**src/rtl/fbb_pkg.sv**
```systemverilog
package fbb_pkg;
  localparam int ADDR_W = 5;
  localparam int WORD_W = 32;

  typedef enum logic [2:0] {
    OP_CMD,
    OP_PARAM,
    OP_DATA,
    OP_RXD,
    OP_RXS
  } bus_op_e;

  localparam logic [ADDR_W-1:0] A_STAT  = 5'd0;
  localparam logic [ADDR_W-1:0] A_CTRL  = 5'd1;
  localparam logic [ADDR_W-1:0] A_PIX   = 5'd2;
  localparam logic [ADDR_W-1:0] A_SKIP  = 5'd3;
  localparam logic [ADDR_W-1:0] A_CMD   = 5'd4;
  localparam logic [ADDR_W-1:0] A_PARAM = 5'd5;
  localparam logic [ADDR_W-1:0] A_DATA  = 5'd6;
  localparam logic [ADDR_W-1:0] A_RXD   = 5'd7;
  localparam logic [ADDR_W-1:0] A_RXS   = 5'd8;
  localparam logic [ADDR_W-1:0] A_CFG0  = 5'd9;
  localparam logic [ADDR_W-1:0] A_CFG1  = 5'd10;
  localparam logic [ADDR_W-1:0] A_VSW   = 5'd11;
  localparam logic [ADDR_W-1:0] A_HSW   = 5'd12;

  localparam logic [WORD_W-1:0] CFG_RST  = 32'h0031_0000;
  localparam logic [WORD_W-1:0] CFG_MASK = 32'h003F_1FFF;
  localparam logic [WORD_W-1:0] CFG_BOTH = 32'h0000_000C;
  localparam logic [3:0]        CTRL_RST = 4'h2;
endpackage

```
**src/rtl/fbb_seq.sv**
```systemverilog
module fbb_seq
  import fbb_pkg::*;
#(
  parameter int BUS_W = 16
) (
  input  logic               clk,
  input  logic               rst_n,
  input  logic               start,
  input  bus_op_e            op_i,
  input  logic [2*BUS_W-1:0] word_i,
  input  logic [1:0]         tgt_i,
  input  logic [BUS_W-1:0]   bus_rdata,
  output logic [BUS_W-1:0]   bus_wdata,
  output logic               bus_dc,
  output logic [1:0]         bus_cs_n,
  output logic               bus_wr_n,
  output logic               bus_rd_n,
  output logic               done_o,
  output logic               idle_o,
  output logic [BUS_W-1:0]   rx_o
);
  typedef enum logic [1:0] {S_IDLE, S_BUS, S_FIN} seq_st_e;

  seq_st_e            st_q, st_d;
  bus_op_e            op_q, op_d;
  logic               ph_q, ph_d;
  logic [1:0]         msk_q, msk_d;
  logic [2*BUS_W-1:0] word_q, word_d;
  logic               dc_q, dc_d;
  logic [BUS_W-1:0]   rx_q, rx_d;
  logic               rd_q, rd_i;

  assign rd_q = (op_q == OP_RXD) || (op_q == OP_RXS);
  assign rd_i = (op_i == OP_RXD) || (op_i == OP_RXS);

  // next state
  always_comb begin
    st_d   = st_q;
    op_d   = op_q;
    ph_d   = ph_q;
    msk_d  = msk_q;
    word_d = word_q;
    dc_d   = dc_q;
    rx_d   = rx_q;
    case (st_q)
      S_IDLE: begin
        if (start) begin
          op_d   = op_i;
          word_d = word_i;
          ph_d   = 1'b0;
          dc_d   = !((op_i == OP_CMD) || (op_i == OP_RXS));
          if (rd_i) begin
            // chip 0 wins when both are targeted
            if (tgt_i[0])      msk_d = 2'b01;
            else if (tgt_i[1]) msk_d = 2'b10;
            else               msk_d = 2'b00;
          end else begin
            msk_d = tgt_i;
          end
          st_d = (msk_d == 2'b00) ? S_FIN : S_BUS;
        end
      end
      S_BUS: begin
        if (rd_q) rx_d = bus_rdata;
        if ((op_q == OP_DATA) && !ph_q) ph_d = 1'b1;
        else                            st_d = S_FIN;
      end
      default: st_d = S_IDLE;
    endcase
  end

  // registers
  always_ff @(posedge clk or negedge rst_n) begin
    if (!rst_n) begin
      st_q   <= S_IDLE;
      op_q   <= OP_CMD;
      ph_q   <= 1'b0;
      msk_q  <= 2'b00;
      word_q <= '0;
      dc_q   <= 1'b0;
      rx_q   <= '0;
    end else begin
      st_q   <= st_d;
      op_q   <= op_d;
      ph_q   <= ph_d;
      msk_q  <= msk_d;
      word_q <= word_d;
      dc_q   <= dc_d;
      rx_q   <= rx_d;
    end
  end

  assign bus_cs_n  = (st_q == S_BUS) ? ~msk_q : 2'b11;
  assign bus_wr_n  = !((st_q == S_BUS) && !rd_q);
  assign bus_rd_n  = !((st_q == S_BUS) && rd_q);
  assign bus_dc    = dc_q;
  assign bus_wdata = ph_q ? word_q[2*BUS_W-1:BUS_W] : word_q[BUS_W-1:0];
  assign done_o    = (st_q == S_FIN);
  assign idle_o    = (st_q == S_IDLE);
  assign rx_o      = rx_q;

  a_r6_strobe_excl: assert property (@(posedge clk) disable iff (!rst_n)
    !(!bus_wr_n && !bus_rd_n));
  a_r6_strobe_has_cs: assert property (@(posedge clk) disable iff (!rst_n)
    (!bus_wr_n || !bus_rd_n) |-> (bus_cs_n != 2'b11));
  a_r5_read_one_chip: assert property (@(posedge clk) disable iff (!rst_n)
    !bus_rd_n |-> ($countones(~bus_cs_n) == 1));
  a_r4_second_half: assert property (@(posedge clk) disable iff (!rst_n)
    (!bus_wr_n && (op_q == OP_DATA) && !ph_q) |=> (!bus_wr_n && ph_q));
endmodule

```
**src/rtl/fbb_regs.sv**
```systemverilog
module fbb_regs
  import fbb_pkg::*;
#(
  parameter int CNT_W  = 16,
  parameter int SKIP_W = 11,
  parameter int SYNC_W = 16,
  parameter int BUS_W  = 16
) (
  input  logic              clk,
  input  logic              rst_n,
  input  logic              wr_en,
  input  logic [ADDR_W-1:0] addr,
  input  logic [WORD_W-1:0] wdata,
  input  logic              cnt_fire,
  input  logic [BUS_W-1:0]  rxbuf,
  output logic [WORD_W-1:0] rdata,
  output logic [1:0]        tgt_o,
  output logic              busy_o,
  output logic              done_o
);
  logic [3:0]        ctrl_q, ctrl_d;
  logic [CNT_W-1:0]  pix_q, pix_d;
  logic [SKIP_W-1:0] skip_q, skip_d;
  logic [WORD_W-1:0] cfg0_q, cfg0_d, cfg1_q, cfg1_d;
  logic [SYNC_W-1:0] vsw_q, vsw_d, hsw_q, hsw_d;
  logic              busy_q, busy_d, done_q, done_d;
  logic              trig_ok;

  assign trig_ok = wr_en && (addr == A_CTRL) && wdata[4] && wdata[0] && !wdata[1]
                   && !busy_q && ((cfg0_q & cfg1_q & CFG_BOTH) == '0);

  always_comb begin
    ctrl_d = ctrl_q;
    pix_d  = pix_q;
    skip_d = skip_q;
    cfg0_d = cfg0_q;
    cfg1_d = cfg1_q;
    vsw_d  = vsw_q;
    hsw_d  = hsw_q;
    busy_d = busy_q;
    done_d = 1'b0;
    if (wr_en) begin
      case (addr)
        A_CTRL: ctrl_d = wdata[3:0];
        A_PIX:  pix_d  = wdata[CNT_W-1:0];
        A_SKIP: skip_d = wdata[SKIP_W-1:0];
        A_CFG0: cfg0_d = wdata & CFG_MASK;
        A_CFG1: cfg1_d = wdata & CFG_MASK;
        A_VSW:  vsw_d  = wdata[SYNC_W-1:0];
        A_HSW:  hsw_d  = wdata[SYNC_W-1:0];
        default: ;
      endcase
    end
    if (trig_ok) begin
      if (pix_q != '0) busy_d = 1'b1;
      else             done_d = 1'b1;
    end
    if (cnt_fire) begin
      if (pix_q != '0) pix_d = pix_q - 1'b1;
      if (busy_q && (pix_q <= CNT_W'(1))) begin
        busy_d = 1'b0;
        done_d = 1'b1;
      end
    end
  end

  always_ff @(posedge clk or negedge rst_n) begin
    if (!rst_n) begin
      ctrl_q <= CTRL_RST;
      pix_q  <= '0;
      skip_q <= '0;
      cfg0_q <= CFG_RST;
      cfg1_q <= CFG_RST;
      vsw_q  <= '0;
      hsw_q  <= '0;
      busy_q <= 1'b0;
      done_q <= 1'b0;
    end else begin
      ctrl_q <= ctrl_d;
      pix_q  <= pix_d;
      skip_q <= skip_d;
      cfg0_q <= cfg0_d;
      cfg1_q <= cfg1_d;
      vsw_q  <= vsw_d;
      hsw_q  <= hsw_d;
      busy_q <= busy_d;
      done_q <= done_d;
    end
  end

  always_comb begin
    rdata = '0;
    case (addr)
      A_STAT:        rdata = {23'd0, busy_q, 7'd0, 1'b1};
      A_CTRL:        rdata = WORD_W'(ctrl_q);
      A_PIX:         rdata = WORD_W'(pix_q);
      A_SKIP:        rdata = WORD_W'(skip_q);
      A_RXD, A_RXS:  rdata = WORD_W'(rxbuf);
      A_CFG0:        rdata = cfg0_q;
      A_CFG1:        rdata = cfg1_q;
      A_VSW:         rdata = WORD_W'(vsw_q);
      A_HSW:         rdata = WORD_W'(hsw_q);
      default:       rdata = '0;
    endcase
  end

  assign tgt_o  = ctrl_q[3:2];
  assign busy_o = busy_q;
  assign done_o = done_q;

  a_r7_no_wrap: assert property (@(posedge clk) disable iff (!rst_n)
    (cnt_fire && (pix_q == '0)) |=> (pix_q == '0));
  a_r8_busy_needs_count: assert property (@(posedge clk) disable iff (!rst_n)
    $rose(busy_q) |-> (pix_q != '0));
  a_r9_busy_fall_done: assert property (@(posedge clk) disable iff (!rst_n)
    $fell(busy_q) |-> done_q);
  a_r7_busy_idle_at_zero: assert property (@(posedge clk) disable iff (!rst_n)
    (busy_q && cnt_fire && (pix_q == CNT_W'(1))) |=> (!busy_q && (pix_q == '0)));
endmodule

```
**src/rtl/fbbus_ctrl.sv**
```systemverilog
module fbbus_ctrl
  import fbb_pkg::*;
#(
  parameter int CNT_W  = 16,
  parameter int SKIP_W = 11,
  parameter int SYNC_W = 16
) (
  input  logic        clk,
  input  logic        rst_n,
  input  logic        reg_req,
  input  logic        reg_wr,
  input  logic [4:0]  reg_addr,
  input  logic [31:0] reg_wdata,
  output logic [31:0] reg_rdata,
  output logic        reg_ready,
  output logic [15:0] bus_wdata,
  input  logic [15:0] bus_rdata,
  output logic        bus_dc,
  output logic [1:0]  bus_cs_n,
  output logic        bus_wr_n,
  output logic        bus_rd_n,
  output logic        frame_done
);
  localparam int BUS_W = WORD_W / 2;

  // asynchronous assert, synchronous release
  logic [1:0] rsync_q;
  logic       rst_q_n;
  always_ff @(posedge clk or negedge rst_n) begin
    if (!rst_n) rsync_q <= 2'b00;
    else        rsync_q <= {rsync_q[0], 1'b1};
  end
  assign rst_q_n = rsync_q[1];

  bus_op_e          op;
  logic             is_bus, bus_acc, seq_done, seq_idle, start, cnt_fire, wr_en;
  logic [1:0]       tgt;
  logic [BUS_W-1:0] rxbuf;

  always_comb begin
    is_bus = 1'b1;
    op     = OP_CMD;
    case (reg_addr)
      A_CMD:   op = OP_CMD;
      A_PARAM: op = OP_PARAM;
      A_DATA:  op = OP_DATA;
      A_RXD:   op = OP_RXD;
      A_RXS:   op = OP_RXS;
      default: is_bus = 1'b0;
    endcase
  end

  assign bus_acc   = reg_req && reg_wr && is_bus;
  assign start     = bus_acc && seq_idle;
  assign reg_ready = !bus_acc || seq_done;
  assign wr_en     = reg_req && reg_wr && !is_bus;
  assign cnt_fire  = bus_acc && seq_done && (op != OP_CMD) && (op != OP_PARAM);

  fbb_seq #(.BUS_W(BUS_W)) u_seq (
    .clk       (clk),
    .rst_n     (rst_q_n),
    .start     (start),
    .op_i      (op),
    .word_i    (reg_wdata),
    .tgt_i     (tgt),
    .bus_rdata (bus_rdata),
    .bus_wdata (bus_wdata),
    .bus_dc    (bus_dc),
    .bus_cs_n  (bus_cs_n),
    .bus_wr_n  (bus_wr_n),
    .bus_rd_n  (bus_rd_n),
    .done_o    (seq_done),
    .idle_o    (seq_idle),
    .rx_o      (rxbuf)
  );

  fbb_regs #(
    .CNT_W (CNT_W),
    .SKIP_W(SKIP_W),
    .SYNC_W(SYNC_W),
    .BUS_W (BUS_W)
  ) u_regs (
    .clk      (clk),
    .rst_n    (rst_q_n),
    .wr_en    (wr_en),
    .addr     (reg_addr),
    .wdata    (reg_wdata),
    .cnt_fire (cnt_fire),
    .rxbuf    (rxbuf),
    .rdata    (reg_rdata),
    .tgt_o    (tgt),
    .busy_o   (),
    .done_o   (frame_done)
  );

  a_r6_stall_during_cycle: assert property (@(posedge clk) disable iff (!rst_q_n)
    (!bus_wr_n || !bus_rd_n) |-> !reg_ready);
endmodule

```
**config.mk**
```make
export PLATFORM = sky130hd
export DESIGN_NAME = fbbus_ctrl
export DESIGN_NICKNAME = d
export VERILOG_FILES = /design/src/rtl/fbb_pkg.sv /design/src/rtl/fbb_seq.sv /design/src/rtl/fbb_regs.sv /design/src/rtl/fbbus_ctrl.sv
export SDC_FILE = /design/constraint.sdc
export NUM_CORES = 1
export LEC_CHECK = 0
export ABC_AREA = 1
export CAP_MARGIN = 20
export CORE_ASPECT_RATIO = 1.4
export CORE_MARGIN = 2
export CORE_UTILIZATION = 68
export CTS_BUF_LIST = sky130_fd_sc_hd__clkbuf_4 sky130_fd_sc_hd__clkbuf_8 sky130_fd_sc_hd__clkbuf_16
export DETAILED_ROUTE_END_ITERATION = 6
export DONT_BUFFER_PORTS = 1
export PLACE_DENSITY = 0.82
export SLEW_MARGIN = 40
export SYNTH_ARGS = -nofsm -noshare
export SYNTH_HDL_FRONTEND = slang
export SYNTH_SLANG_ARGS = --single-unit
```
**constraint.sdc**
```tcl
create_clock -name clk -period 15.45 [get_ports clk]
set_clock_uncertainty 0.2 [all_clocks]
set_input_delay 2.3175 -clock clk [delete_from_list [all_inputs] [get_ports clk]]
set_output_delay 2.3175 -clock clk [all_outputs]
set_load 0.02 [all_outputs]
```
==> flow_summary.toml <==
[finish]
fillCellCount = 847
layout_common_cells = "nand2_1, dfrtp_1, inv_1"
areaGrowthSynthToFinish_pct = 7.92
final_common_cell = "nand2_1"
diodes = 0
nets = 1026
drive_gt1_share_pct = 8.68

[floorplan]
die_w_um = 94.7
core_mm2 = 0.0113
die_h_um = 131
die_area_mm2 = 0.0124
row_count = 46
initial_utilization_pct = 69.5
ios = 112

[clocking]
cts_root_buffer = "clkbuf_16"
cts_resized = 0
htreeDepth = 4
clock_sinks = 162
clk_pin_slew_worst_paths_ns = 0.07
cts_buffers = 17
clock_latency_ns = 0.42
cts_tree = "built"
post_cts_buffers = 0
hold_buffers = 0
cts_buffer_depth = 2

[critical_path]
rr_startpoint = "u_regs.pix_q[0]$_DFF_PN0_"
crit_path_top_delay_cell = "nand3_1"
start_kind = "primary input"
crit_start = "reg_addr[3]"
worst_r2r_endpoint = "u_regs.pix_q[5]$_DFF_PN0_"
worstPathArrival_ns = 3.96
cp_slowest_stage_delay_ns = 0.58
reg2reg_slack_ns = 13.05
critical_path_buf_inv_count = 1
worstPathMaxFanout = 14
path_cells = "nor2_1 > nand3_1 > inv_2 > nand2_1 > o21ai_0 > nor2_1 > nand2_1"
critPathCaptureType = "output pin"
rr_worst_depth = 9
criticalPathCategory = "in2out"
cp.required_ns = 12.93
cp_top_family = "simple AND/OR/NAND/NOR gates"

[sta]
tns_ns = 0
hold_viol_final = 0
clock.fmax_mhz = 154
whs_ns = 0.0245
maxSlewHeadroom_pct = 46.2
worst_slew_pin_slew_ns = 0.807
drv_slew = 0
setup_viol = 0
rsz0062_at_grt = "no"
fin_crit_sh_pct = 41.9
fin_crit_ns = 6.48

[power_and_ir_drop]
pwr-share-clk_pct = 36.5
p_int_mw = 0.788
pwr-share-comb_pct = 15.4
p_switching_mw = 0.337
seq_power_share_pct = 48.1
sw_frac_of_total_pct = 30.0
ir_drop_uv = 93.5
power_density_mw_per_mm2 = 133
leakagePower_nw = 4.23

[grt]
grt_pass1_wl_mm = 31.1
grt_pass1_vias = 6165
antenna_found_initial = 0
grt-ovfl-total = 0
track_usage_pct = 33.3
grt_max_degree = 71

[yosys]
synth_area_per_cell_um2 = 8.00
synth_edf_count = 0
yosysSeqAreaShare_pct = 51.9
ys_types = 33
synth-seq-cells = 162
synthArstFlopShare_pct = 100
yosys_most_used_dff = "dfrtp_1"
ys.warnings.count = 0
syn-cell-area_mm2 = 0.00784
yosys.area.top_type = "dfrtp_1"
synth_top_cells_by_area = "dfrtp_1, nand2_1, inv_1"
synthCells = 979
synth_top_cell_area_share_pct = 49.5

[placed_design]
hpwl_mm = 13.7
port_buffers = 0
gp_congestion = 0.940

[detailed_routing]
routed.top_layer = "met4"
met2RoutedLength_mm = 9.60
ant_nets = 0
num_vias = 6524
drt-initial-drc-count = 522
avgRoutedWirePerCell_um = 17.7
drt-met1-wl_mm = 7.79
firstDrtPassIters = 6
vias_per_cell = 5.81
dr_wl_met3_mm = 1.66
drt_wl_total_mm = 19.8
remaining_drc_errors = 0

[outcome]
status = "finished clean"

[worst_hold_path]
hold_path_class = "reg2async"

[job]
cap_violations = 0
==> cell type report <==
type	count	area, um2	share of cell area [%]
Inverter	131	492	5.82
Clock buffer	21	468	5.53
Clock inverter	11	105	1.24
Sequential cell	162	4070	48.1
Tap cell	144	180	2.13
Multi-Input combinational cell	646	3080	36.4
Timing Repair Buffer	8	67.6	0.799
==> logic make-up after synthesis <==
kind of cell / synth area share [%]
multiplexers: 2.30
AO/OA/AOI/OAI: 13.4
other: 0.0959
adder cells (fa/ha/maj): 0.479
buffers and inverters: 9.60
AND/OR/NAND/NOR: 20.9
flip-flops: 51.9
XOR/XNOR: 1.45
==> per-stage QoR <==
step | power [mW] | cell area, um2 | util [%] | cells | worst slack (ns)
2_1_floorplan | 0.677 | 7870 | - | 988 | 9.58
3_3_place_gp | 0.708 | 7850 | 69.6 | 1090 | 8.96
3_5_place_dp | 0.718 | 7880 | 69.8 | 1091 | 9.00
4_1_cts | 1.12 | 8450 | 74.9 | 1123 | 9.00
5_1_grt | 1.17 | 8460 | 75.0 | 1123 | 8.87
6_report | 1.12 | 8460 | 75.0 | 1123 | 8.97
==> synthesized netlist by cell type, drive strengths merged, types with 2 or more instances <==
master and number:
inv 130, dfrtp 155, nor2 70, nand2 300, nand3 34, conb 2
o21ai 113, xor2 12, a21oi 27, nor3 3, o22ai 38, o2111ai 3
clkbuf 16, o211ai 5, dfstp 7, buf 33, a22oi 3, mux2 16
nand4 4, ha 3
==> how the worst max path moves through the flow <==
stage | endpoint | depth (start not counted)
floorplan | reg_rdata[13] | 4
global placement | reg_rdata[14] | 3
detailed placement | reg_rdata[5] | 7
CTS | reg_rdata[5] | 7
global route | reg_rdata[5] | 7
finish | reg_rdata[5] | 7
==> worst register-to-register path, stage by stage, from the launching register on <==
cell,delay [ns]
dfrtp_1,0.41
inv_1,0.19
ha_1,0.21
nand2_1,0.06
nor2_1,0.14
nand3_1,0.15
nand3_1,0.44
inv_2,0.25
nor2_1,0.17
nor2_1,0.06
==> flip-flops by register name, indices dropped and copies added, names as in the netlist <==
signal,flops
rsync_q,2
u_seq.ph_q,1
u_regs.busy_o,1
u_seq.bus_dc,1
u_seq.word_q,32
u_regs.cfg0_q,19
u_regs.cfg1_q,19
u_seq.st_q,2
u_regs.hsw_q,16
u_seq.op_q,3
u_regs.vsw_q,16
u_regs.ctrl_q,4
u_seq.msk_q,2
u_seq.rx_o,16
u_regs.done_o,1
u_regs.skip_q,11
u_regs.pix_q,16
==> metal layers <==
metal | vias up | global-route usage (%)
li1 | 3074 | -
met1 | 3075 | 42.3
met2 | 316 | 54.5
met3 | 59 | 7.63
met4 | 0 | 15.7
met5 | - | 0
==> power groups by stage <==
stage | logic [mW] | registers, mW | clock network [mW]
4_1_cts | 0.173 | 0.540 | 0.411
2_1_floorplan | 0.139 | 0.538 | 0
6_report | 0.174 | 0.541 | 0.410
3_3_place_gp | 0.164 | 0.544 | 0
3_5_place_dp | 0.171 | 0.547 | 0
5_1_grt | 0.197 | 0.549 | 0.426
(Power assumes the default switching activity.)
